--- src/rtl/rle_pkg.sv ---
package rle_pkg;
  localparam int SMP_W = 16;
  localparam int RUN_W = 8;

  typedef struct packed {
    logic             last;  // pad the packet after this entry
    logic             mark;  // flush marker, carries no record
    logic [SMP_W-1:0] val;
    logic [RUN_W-1:0] cnt;
  } rle_ent_t;
endpackage

--- src/rtl/rle_run.sv ---
module rle_run
  import rle_pkg::*;
#(
  parameter int CNT_W = 32
) (
  input  logic             clk_i,
  input  logic             rst_ni,
  input  logic [SMP_W-1:0] smp_i,
  input  logic             smp_valid_i,
  input  logic             trig_i,
  input  logic             flush_i,
  output logic             push_o,
  output rle_ent_t         ent_o,
  output logic [CNT_W-1:0] recs_pre_o
);
  localparam logic [RUN_W-1:0] RUN_MAX = '1;

  logic             active_q, pre_q, trig_seen_q;
  logic [SMP_W-1:0] val_q;
  logic [RUN_W-1:0] cnt_q;
  logic [CNT_W-1:0] pre_cnt_q;
  logic             trig_hit, brk, fl, start;

  assign trig_hit = smp_valid_i & trig_i & ~trig_seen_q;
  assign brk      = smp_valid_i & active_q &
                    ((smp_i != val_q) | (cnt_q == RUN_MAX) | trig_hit);
  assign fl       = flush_i & ~smp_valid_i;
  assign start    = smp_valid_i & (~active_q | brk);
  assign push_o   = brk | fl;

  always_comb begin
    ent_o      = '0;
    ent_o.last = fl;
    ent_o.mark = fl & ~active_q;
    if (active_q) begin
      ent_o.val = val_q;
      ent_o.cnt = cnt_q;
    end
  end

  always_ff @(posedge clk_i or negedge rst_ni) begin
    if (!rst_ni) begin
      active_q    <= 1'b0;
      pre_q       <= 1'b0;
      trig_seen_q <= 1'b0;
      val_q       <= '0;
      cnt_q       <= '0;
      pre_cnt_q   <= '0;
    end else begin
      if (push_o && active_q && pre_q) pre_cnt_q <= pre_cnt_q + 1'b1;
      if (trig_hit) trig_seen_q <= 1'b1;
      if (start) begin
        active_q <= 1'b1;
        val_q    <= smp_i;
        cnt_q    <= RUN_W'(1);
        pre_q    <= ~(trig_seen_q | trig_hit);
      end else if (smp_valid_i) begin
        cnt_q <= cnt_q + 1'b1;
      end else if (fl) begin
        active_q <= 1'b0;
      end
    end
  end

  assign recs_pre_o = pre_cnt_q;
endmodule

--- src/rtl/rle_fifo.sv ---
module rle_fifo #(
  parameter int W     = 26,
  parameter int DEPTH = 8
) (
  input  logic         clk_i,
  input  logic         rst_ni,
  input  logic         push_i,
  input  logic [W-1:0] din_i,
  input  logic         pop_i,
  output logic [W-1:0] dout_o,
  output logic         full_o,
  output logic         empty_o
);
  localparam int AW = $clog2(DEPTH);

  logic [W-1:0] mem [DEPTH];
  logic [AW:0]  wp_q, rp_q;

  assign empty_o = (wp_q == rp_q);
  assign full_o  = (wp_q[AW] != rp_q[AW]) && (wp_q[AW-1:0] == rp_q[AW-1:0]);
  assign dout_o  = mem[rp_q[AW-1:0]];

  always_ff @(posedge clk_i) begin
    if (push_i && !full_o) mem[wp_q[AW-1:0]] <= din_i;
  end

  always_ff @(posedge clk_i or negedge rst_ni) begin
    if (!rst_ni) begin
      wp_q <= '0;
      rp_q <= '0;
    end else begin
      if (push_i && !full_o) wp_q <= wp_q + 1'b1;
      if (pop_i && !empty_o) rp_q <= rp_q + 1'b1;
    end
  end
endmodule

--- src/rtl/rle_ser.sv ---
module rle_ser
  import rle_pkg::*;
#(
  parameter int REC_PER_PKT = 5,
  parameter int CNT_W       = 32
) (
  input  logic             clk_i,
  input  logic             rst_ni,
  input  rle_ent_t         head_i,
  input  logic             empty_i,
  output logic             pop_o,
  output logic [7:0]       byte_o,
  output logic             byte_valid_o,
  input  logic             byte_ready_i,
  output logic [CNT_W-1:0] recs_total_o
);
  localparam int SLOT_W = $clog2(REC_PER_PKT);
  localparam logic [SLOT_W-1:0] LAST_SLOT = SLOT_W'(REC_PER_PKT - 1);

  typedef enum logic [1:0] {S_IDLE, S_REC, S_SEQ} st_e;

  st_e              st_q;
  logic [1:0]       bidx_q;
  logic [SLOT_W-1:0] slot_q;
  logic [7:0]       seq_q;
  logic [SMP_W-1:0] val_q;
  logic [RUN_W-1:0] cnt_q;
  logic             pad_q;
  logic [CNT_W-1:0] total_q;
  logic             fire;

  assign pop_o        = (st_q == S_IDLE) & ~empty_i;
  assign byte_valid_o = (st_q != S_IDLE);
  assign fire         = byte_valid_o & byte_ready_i;

  always_comb begin
    byte_o = seq_q;
    if (st_q == S_REC) begin
      case (bidx_q)
        2'd0:    byte_o = val_q[7:0];
        2'd1:    byte_o = val_q[15:8];
        default: byte_o = cnt_q;
      endcase
    end
  end

  always_ff @(posedge clk_i or negedge rst_ni) begin
    if (!rst_ni) begin
      st_q    <= S_IDLE;
      bidx_q  <= '0;
      slot_q  <= '0;
      seq_q   <= '0;
      val_q   <= '0;
      cnt_q   <= '0;
      pad_q   <= 1'b0;
      total_q <= '0;
    end else begin
      case (st_q)
        S_IDLE: if (pop_o) begin
          bidx_q <= '0;
          if (head_i.mark) begin
            // marker alone: pad only if a packet is partly sent
            if (slot_q != '0) begin
              val_q <= '0;
              cnt_q <= '0;
              pad_q <= 1'b1;
              st_q  <= S_REC;
            end
          end else begin
            val_q <= head_i.val;
            cnt_q <= head_i.cnt;
            pad_q <= head_i.last;
            st_q  <= S_REC;
          end
        end
        S_REC: if (fire) begin
          if (bidx_q == 2'd2) begin
            bidx_q  <= '0;
            total_q <= total_q + 1'b1;
            if (slot_q == LAST_SLOT) begin
              slot_q <= '0;
              st_q   <= S_SEQ;
            end else begin
              slot_q <= slot_q + 1'b1;
              if (pad_q) begin
                val_q <= '0;
                cnt_q <= '0;
              end else begin
                st_q <= S_IDLE;
              end
            end
          end else begin
            bidx_q <= bidx_q + 1'b1;
          end
        end
        S_SEQ: if (fire) begin
          seq_q <= seq_q + 1'b1;
          pad_q <= 1'b0;
          st_q  <= S_IDLE;
        end
        default: st_q <= S_IDLE;
      endcase
    end
  end

  assign recs_total_o = total_q;
endmodule

--- src/rtl/rle_packer.sv ---
module rle_packer
  import rle_pkg::*;
#(
  parameter int CNT_W       = 32,
  parameter int FIFO_DEPTH  = 8,
  parameter int REC_PER_PKT = 5
) (
  input  logic             clk_i,
  input  logic             rst_ni,
  input  logic [15:0]      smp_i,
  input  logic             smp_valid_i,
  input  logic             trig_i,
  input  logic             flush_i,
  output logic [7:0]       byte_o,
  output logic             byte_valid_o,
  input  logic             byte_ready_i,
  output logic [CNT_W-1:0] recs_pre_o,
  output logic [CNT_W-1:0] recs_total_o
);
  localparam int ENT_W = $bits(rle_ent_t);

  rle_ent_t   push_ent, head_ent;
  logic       rec_push, fifo_pop, fifo_full, fifo_empty;
  logic [ENT_W-1:0] head_raw;

  rle_run #(.CNT_W(CNT_W)) u_run (
    .clk_i       (clk_i),
    .rst_ni      (rst_ni),
    .smp_i       (smp_i),
    .smp_valid_i (smp_valid_i),
    .trig_i      (trig_i),
    .flush_i     (flush_i),
    .push_o      (rec_push),
    .ent_o       (push_ent),
    .recs_pre_o  (recs_pre_o)
  );

  rle_fifo #(.W(ENT_W), .DEPTH(FIFO_DEPTH)) u_fifo (
    .clk_i   (clk_i),
    .rst_ni  (rst_ni),
    .push_i  (rec_push),
    .din_i   (push_ent),
    .pop_i   (fifo_pop),
    .dout_o  (head_raw),
    .full_o  (fifo_full),
    .empty_o (fifo_empty)
  );

  assign head_ent = rle_ent_t'(head_raw);

  rle_ser #(.REC_PER_PKT(REC_PER_PKT), .CNT_W(CNT_W)) u_ser (
    .clk_i        (clk_i),
    .rst_ni       (rst_ni),
    .head_i       (head_ent),
    .empty_i      (fifo_empty),
    .pop_o        (fifo_pop),
    .byte_o       (byte_o),
    .byte_valid_o (byte_valid_o),
    .byte_ready_i (byte_ready_i),
    .recs_total_o (recs_total_o)
  );
endmodule

--- config.mk ---
export PLATFORM = sky130hd
export DESIGN_NAME = rle_packer
export DESIGN_NICKNAME = d
export VERILOG_FILES = /design/src/rtl/rle_pkg.sv /design/src/rtl/rle_run.sv /design/src/rtl/rle_fifo.sv /design/src/rtl/rle_ser.sv /design/src/rtl/rle_packer.sv
export SDC_FILE = /design/constraint.sdc
export NUM_CORES = 1
export LEC_CHECK = 0
export BUFFER_PORTS_ARGS = -buffer_cell sky130_fd_sc_hd__buf_2
export CAP_MARGIN = 15
export CELL_PAD_IN_SITES_DETAIL_PLACEMENT = 1
export CELL_PAD_IN_SITES_GLOBAL_PLACEMENT = 1
export CORE_ASPECT_RATIO = 1.25
export CORE_MARGIN = 10
export CORE_UTILIZATION = 35
export DETAILED_ROUTE_END_ITERATION = 8
export PLACE_DENSITY_LB_ADDON = 0.3
export SETUP_SLACK_MARGIN = 0.15
export SYNTH_ARGS = -nofsm -noshare
export SYNTH_HDL_FRONTEND = slang
export SYNTH_SLANG_ARGS = --single-unit
--- constraint.sdc ---
create_clock -name clk_i -period 7 [get_ports clk_i]
set_input_delay 0.7 -clock clk_i [delete_from_list [all_inputs] [get_ports clk_i]]
set_output_delay 0.7 -clock clk_i [all_outputs]
set_load 0.05 [all_outputs]
==> results.sh, run 1 <==
export IMPL_maxCapViolations=0
export IMPL_vias_per_cell=5.03
export IMPL_final_cell_mix="208 x edfxtp_1, 137 x dfrtp_1, 93 x buf_2, 59 x nand2_1, 55 x xnor2_1"
export IMPL_m1WireLength_mm=14.4
export IMPL_synth_async_sr_flop_share_pct=40.1
export IMPL_die_h_um=249
export IMPL_power_per_cell_area_nw_per_um2=372
export IMPL_drt_iter0_markers=325
export IMPL_grt_pass1_vias=8969
export IMPL_cts_max_path_buffers=3
export IMPL_die_area_um2=50500
export IMPL_cts_max_level=2
export IMPL_initial_core_util_pct=35.6
export IMPL_clkPwrFrac_pct=30.1
export IMPL_synthFlopType="edfxtp_1"
export IMPL_cts_tree="yes"
export IMPL_drt_pass1_iterations=6
export IMPL_p_int_mw=4.27
export IMPL_fillers=4213
export IMPL_cts_setup_buffers=0
export IMPL_layout_commonest_cell="edfxtp_1"
export IMPL_r2r_start="u_fifo.rp_q[0]"
export IMPL_nets=1081
export IMPL_worstRegToRegCells=6
export IMPL_cts_clk_slew_worst_paths_ns=0.06
export IMPL_switching_share_pct=32.2
export IMPL_yosys_warnings=0
export IMPL_gr_usage_all_layers_pct=13.2
export IMPL_start_kind="register"
export IMPL_numCtsBuffers=37
export IMPL_synthToLayoutAreaGrowth_pct=15.2
export IMPL_crit_required_ns=7.36
export IMPL_clock_skew_ns=0.0185
export IMPL_power_net_switching_mw=2.02
export IMPL_grt_max_degree=76
export IMPL_run_status="finished clean"
export IMPL_timing_hold_ws_ns=0.201
export IMPL_clk_latency_ns=0.53
export IMPL_ir_worst_vdd_v=0.000188
export IMPL_rows=83
export IMPL_drc=0
export IMPL_path_buf_inv=1
export IMPL_syn_area_per_cell_um2=15.4
export IMPL_coreArea_um2=41200
export IMPL_path_class="register to register"
export IMPL_wl_met2_mm=16.8
export IMPL_post_cts_resized=0
export IMPL_drive_above_1_share_pct=23.9
export IMPL_tns_ns=0
export IMPL_crit_chain="buf_4 > mux4_2 > mux2i_1 > a211oi_1 > or2_1 > o2bb2ai_1"
export IMPL_p_leak_nw=6.58
export IMPL_hold_buffers=0
export IMPL_seq_area_frac_synth_pct=66.3
export IMPL_met3WireLength_mm=1.57
export IMPL_cp_top_family="multiplexers"
export IMPL_vias=8209
export IMPL_critPathArrivalTime_ns=3.74
export IMPL_postRouteAntennaNets=0
export IMPL_antenna_found_initial=0
export IMPL_slew_headroom_pct=38.4
export IMPL_synth_area_um2=14700
export IMPL_synth_top_area_share_pct=42.6
export IMPL_combPwrFrac_pct=26.3
export IMPL_boundaryPins=95
export IMPL_pwr_share_seq_pct=43.6
export IMPL_worst_pin_slew_ns=0.924
export IMPL_highest_layer="met4"
export IMPL_finalCriticalPeriod_ns=3.38
export IMPL_drt_total_wl_mm=33.4
export IMPL_die_w_um=203
export IMPL_setup_viol_count_final=0
export IMPL_ys_types=56
export IMPL_globalplace_congestion=0.748
export IMPL_synthCells=950
export IMPL_synthTopCellsByArea="edfxtp_1 43%, dfrtp_1 24%, mux4_2 7.8%"
export IMPL_gr_total_overflow=0
export IMPL_grt_setup_unrepaired="false"
export IMPL_hold_class="input pin to async pin"
export IMPL_grt_pass1_wl_mm=52.8
export IMPL_dp_hpwl_mm=22.3
export IMPL_period_share_pct=48.2
export IMPL_crit_cells=6
export IMPL_synth_top_cell_by_area="edfxtp_1"
export IMPL_drv_slew=0
export IMPL_wl_per_cell_um=20.5
export IMPL_syn_num_nets=980
export IMPL_fmax_ghz=0.296
export IMPL_cts_num_sinks=347
export IMPL_ys_seq_elements=347
export IMPL_setup_worst_path_end_class="register"
export IMPL_worstPathMaxFanout=38
export IMPL_crit_path_start="u_fifo.rp_q[0]"
export IMPL_slowest_delay_ns=0.75
export IMPL_port_buffers=94
export IMPL_n_antenna_cell=0
export IMPL_cpMaxStageDelayCell="dfrtp_4"
export IMPL_hold_viol=0
export IMPL_synth_edf_count=208
export IMPL_cts_root_buffer="clkbuf_16"
==> state kept, by name, indices dropped and copies added (netlist names), 2 cells and up <==
name                count
u_fifo.mem            208
u_fifo.rp_q             4
u_fifo.wp_q             4
u_run.cnt_q             8
u_run.recs_pre_o       32
u_run.val_q            16
u_ser.bidx_q            2
u_ser.cnt_q             8
u_ser.recs_total_o     32
u_ser.seq_q             8
u_ser.slot_q            3
u_ser.st_q              2
u_ser.val_q            16
==> kinds of logic (layout without fill, tap and decap cells) <==
logic type      after synthesis  in the layout  synth area share (%)
mux                         106            106                  11.9
simple gates                264            264                  9.97
buf+inv                      58            188                  2.04
fa+ha+maj                     8              8                 0.683
compound gates               70             70                  3.27
xor+xnor                     97             97                  5.79
flops                       347            347                  66.3
==> cell type report <==
type                    count  area [um2]  area share (%)
clock buffers              58        1110            6.56
clock inverters            10        56.3           0.333
inverters                  14        52.6           0.311
well taps                 552         691            4.09
repair buffers            106         567            3.36
flip-flops and latches    347        9730            57.6
multi-input cells         545        4690            27.8
==> worst paths after layout <==
| check | end | slack (ns) |
|---|---|---|
| setup / recovery | u_ser.val_q[5] | 3.62 |
| hold / removal | u_ser.recs_total_o[1] | 0.20 |
| setup reg to reg | u_ser.val_q[5] | 3.62 |
| hold reg to reg | u_ser.recs_total_o[31] | 0.46 |
| max in group asynchronous | u_run.recs_pre_o[11] | 5.41 |
| min in group clk_i | u_run.val_q[15] | 0.43 |
==> synthesized netlist by cell type, types with 5 or more instances <==
| master | count |
|---|---|
| a21oi_1 | 17 |
| and2_1 | 27 |
| and3_1 | 19 |
| and4_1 | 5 |
| buf_2 | 13 |
| buf_6 | 6 |
| clkbuf_1 | 19 |
| dfrtp_1 | 139 |
| edfxtp_1 | 208 |
| ha_1 | 8 |
| inv_1 | 14 |
| mux2_2 | 14 |
| mux2_4 | 7 |
| mux2i_1 | 34 |
| mux4_2 | 51 |
| nand2_1 | 59 |
| nand2b_1 | 5 |
| nand3_1 | 31 |
| nand4_1 | 23 |
| nor2_1 | 39 |
| nor3_1 | 19 |
| nor3_2 | 7 |
| nor4_1 | 6 |
| o21ai_0 | 14 |
| o22ai_1 | 5 |
| o2bb2ai_1 | 24 |
| xnor2_1 | 55 |
| xor2_1 | 42 |
==> routing by layer <==
metal | vias up | GRT usage, %
li1 | 3763 | -
met1 | 4245 | 16.3
met2 | 157 | 22.6
met3 | 44 | 2.90
met4 | 0 | 3.64
met5 | - | 0
==> metrics by stage <==
step	util, %	total power [mW]	area [um2]	setup slack, ns	instances
global route	41.0	6.63	16900	3.31	1632
global placement	38.1	4.42	15700	3.70	1564
finish	41.0	6.29	16900	3.62	1632
detailed placement	38.1	4.48	15700	3.57	1564
CTS	41.0	6.40	16900	3.54	1632
floorplan	-	3.98	14700	2.19	950
==> power groups by stage <==
| stage | registers, mW | logic, mW | clock network, mW |
|---|---|---|---|
| final | 2.74 | 1.66 | 1.89 |
| after global routing | 2.79 | 1.81 | 2.04 |
| after CTS | 2.75 | 1.70 | 1.95 |
| after detailed placement | 2.79 | 1.69 | 0 |
| after global placement | 2.77 | 1.65 | 0 |
| after floorplan | 2.72 | 1.26 | 0 |
(Power assumes the default switching activity.)
==> inputs of run 2 (changes only) <==
clock period = 3.3 ns   (was 7 ns; I/O delays follow)
==> run 2 against run 1 <==
Clock-buffer cell count down 9. Combinational power up 120%. Sequential cell count unchanged. Cell count up 0.80%. Routed wire length down 0.89%. Register-to-register slack worse by 3.1 ns. Global-route usage down 0.13 points. Fmax up 20%. Largest cell class unchanged.
==> results.sh, run 2 (synthesis gave the netlist of run 1 again) <==
export IMPL_run_status="finished clean"
export IMPL_grt_pass1_wl_mm=52.9
export IMPL_drv_slew=0
export IMPL_hold_class="input pin to register"
export IMPL_total_power_mw=13.8
export IMPL_cpMaxStageDelayCell="dfrtp_1"
export IMPL_preCtsSetupSlack_ns=0.486
export IMPL_final_seq_area_um2=9730
export IMPL_cts_num_sinks=347
export IMPL_cts_setup_buffers=0
export IMPL_globalplace_congestion=0.766
export IMPL_multiInputGateArea_um2=4730
export IMPL_vias=8235
export IMPL_gr_usage_all_layers_pct=13.0
export IMPL_post_cts_resized=0
export IMPL_layout_commonest_cell="edfxtp_1"
export IMPL_power_net_switching_mw=4.38
export IMPL_boundaryPins=95
export IMPL_port_buffers=94
export IMPL_slowest_delay_ns=0.42
export IMPL_finalCriticalPeriod_ns=2.82
export IMPL_crit_required_ns=3.47
export IMPL_grt_max_degree=90
export IMPL_cts_root_buffer="clkbuf_16"
export IMPL_crit_chain="ha_1 > and3_1 > nand3_1 > or2_4 > a41o_1 > or2_1 > nor3b_4 > buf_4"
export IMPL_antenna_found_initial=1
export IMPL_r2r_start="u_run.cnt_q[0]"
export IMPL_p_int_mw=9.45
export IMPL_slew_headroom_pct=37.2
export IMPL_tns_ns=0
export IMPL_min_path_cells=2
export IMPL_critPathArrivalTime_ns=2.99
export IMPL_postRouteAntennaNets=0
export IMPL_vias_per_cell=5.01
export IMPL_period_share_pct=85.5
export IMPL_grt_setup_unrepaired="false"
export IMPL_start_kind="register"
export IMPL_drt_total_wl_mm=33.1
export IMPL_ir_worst_vdd_v=0.000372
export IMPL_die_w_um=203
export IMPL_final_cell_mix="208 x edfxtp_1, 137 x dfrtp_1, 93 x buf_2, 59 x nand2_1, 55 x xnor2_1"
export IMPL_drt_pass1_iterations=4
export IMPL_drc=0
export IMPL_rows=83
export IMPL_hold_buffers=1
export IMPL_maxCapViolations=0
export IMPL_die_area_um2=50500
export IMPL_die_h_um=249
export IMPL_placed_cells=1575
export IMPL_combPwrFrac_pct=26.9
export IMPL_fin_cells=1645
export IMPL_worst_pin_slew_ns=0.942
export IMPL_pwr_share_seq_pct=41.5
export IMPL_dp_hpwl_mm=22.2
export IMPL_path_class="register to register"
export IMPL_drive_above_1_share_pct=25.3
export IMPL_drt_iter0_markers=371
export IMPL_switching_share_pct=31.6
export IMPL_synthToLayoutAreaGrowth_pct=17.3
export IMPL_setup_worst_path_end_class="register"
export IMPL_clock_skew_ns=0.0133
export IMPL_worstPathMaxFanout=26
export IMPL_nets=1094
export IMPL_r2r_end="u_fifo.mem[5][15]"
export IMPL_initial_core_util_pct=35.6
export IMPL_cts_max_level=2
export IMPL_r2r_setup_slack_ns=0.48
export IMPL_cts_tree="yes"
export IMPL_finalWorstSetupSlack_ns=0.479
export IMPL_fmax_ghz=0.354
export IMPL_fillers=4202
export IMPL_largest_reg_flops=208
export IMPL_wl_per_cell_um=20.1
export IMPL_grt_pass1_vias=9083
export IMPL_p_leak_nw=6.73
export IMPL_min_to="u_run.val_q[13]"
export IMPL_numCtsBuffers=38
export IMPL_coreArea_um2=41200
export IMPL_clkPwrFrac_pct=31.6
export IMPL_cts_max_path_buffers=3
export IMPL_hold_viol=0
export IMPL_gr_total_overflow=0
export IMPL_setup_viol_count_final=0
export IMPL_worstRegToRegCells=8
export IMPL_power_per_cell_area_nw_per_um2=804
export IMPL_cts_clk_slew_worst_paths_ns=0.06
export IMPL_hold_path_startpoint="smp_i[13]"
export IMPL_clk_latency_ns=0.53
export IMPL_n_antenna_cell=0
## run 2: cell count changes in the layout (fill, tap and decap cells not counted), moves of 2 or more
cell / delta
buf_4: +9
clkbuf_1: -8
clkbuf_8: -6
clkbuf_16: +5
bufinv_16: +3
clkinv_2: +3
clkinvlp_4: +3
buf_12: +2
nor3_2: -2
nor3_4: +2
nor4b_2: -2
nor4b_4: +2
## run 2: layout make-up
class / instances / area share, %
Inverter: 14 / 0.306
Clock inverter: 20 / 1.09
Timing Repair Buffer: 118 / 3.98
Multi-Input combinational cell: 545 / 27.5
Clock buffer: 49 / 6.51
Tap cell: 552 / 4.02
Sequential cell: 347 / 56.6
## run 2: worst max-delay path by stage
stage / startpoint / endpoint
after global routing: u_run.cnt_q[0] / u_fifo.mem[1][15]
after global placement: u_run.cnt_q[0] / u_fifo.mem[5][17]
after CTS: u_run.cnt_q[0] / u_fifo.mem[5][15]
after floorplan: u_run.cnt_q[0] / u_fifo.mem[5][0]
final: u_run.cnt_q[0] / u_fifo.mem[5][15]
after detailed placement: u_run.cnt_q[0] / u_fifo.mem[5][17]
## run 2: power groups by stage
stage | clock (mW) | combinational, mW | sequential, mW
2_1_floorplan | 0 | 2.71 | 5.76
3_3_place_gp | 0 | 3.72 | 5.79
3_5_place_dp | 0 | 3.80 | 5.82
4_1_cts | 4.48 | 3.81 | 5.74
5_1_grt | 4.66 | 4.07 | 5.81
6_report | 4.37 | 3.73 | 5.73
## run 2: routing by layer
layer | vias to the layer above | GRT usage [%] | wire length [um]
li1 | 3783 | - | -
met4 | 0 | 4.19 | 831
met1 | 4217 | 16.2 | 14300
met3 | 49 | 2.87 | 1760
met5 | - | 0 | 0
met2 | 186 | 22.1 | 16300
## run 2: worst max-delay path, delay by kind of cell (launching register included)
kind / cells / cell delay [ns]
and+or+nand+nor: 5 / 1.17
DFF: 1 / 0.42
AOI/OAI and AO/OA: 1 / 0.26
buffers and inverters: 1 / 0.40
adders and majority gates: 1 / 0.21
## run 2: through the flow
stage | utilization, % | instance area [um2] | hold WS [ns]
floorplan | - | 14700 | 0.0344
global placement | 38.5 | 15900 | 0.455
detailed placement | 38.5 | 15900 | 0.456
CTS | 41.7 | 17200 | 0.0430
global route | 41.7 | 17200 | 0.0500
finish | 41.7 | 17200 | 0.0680
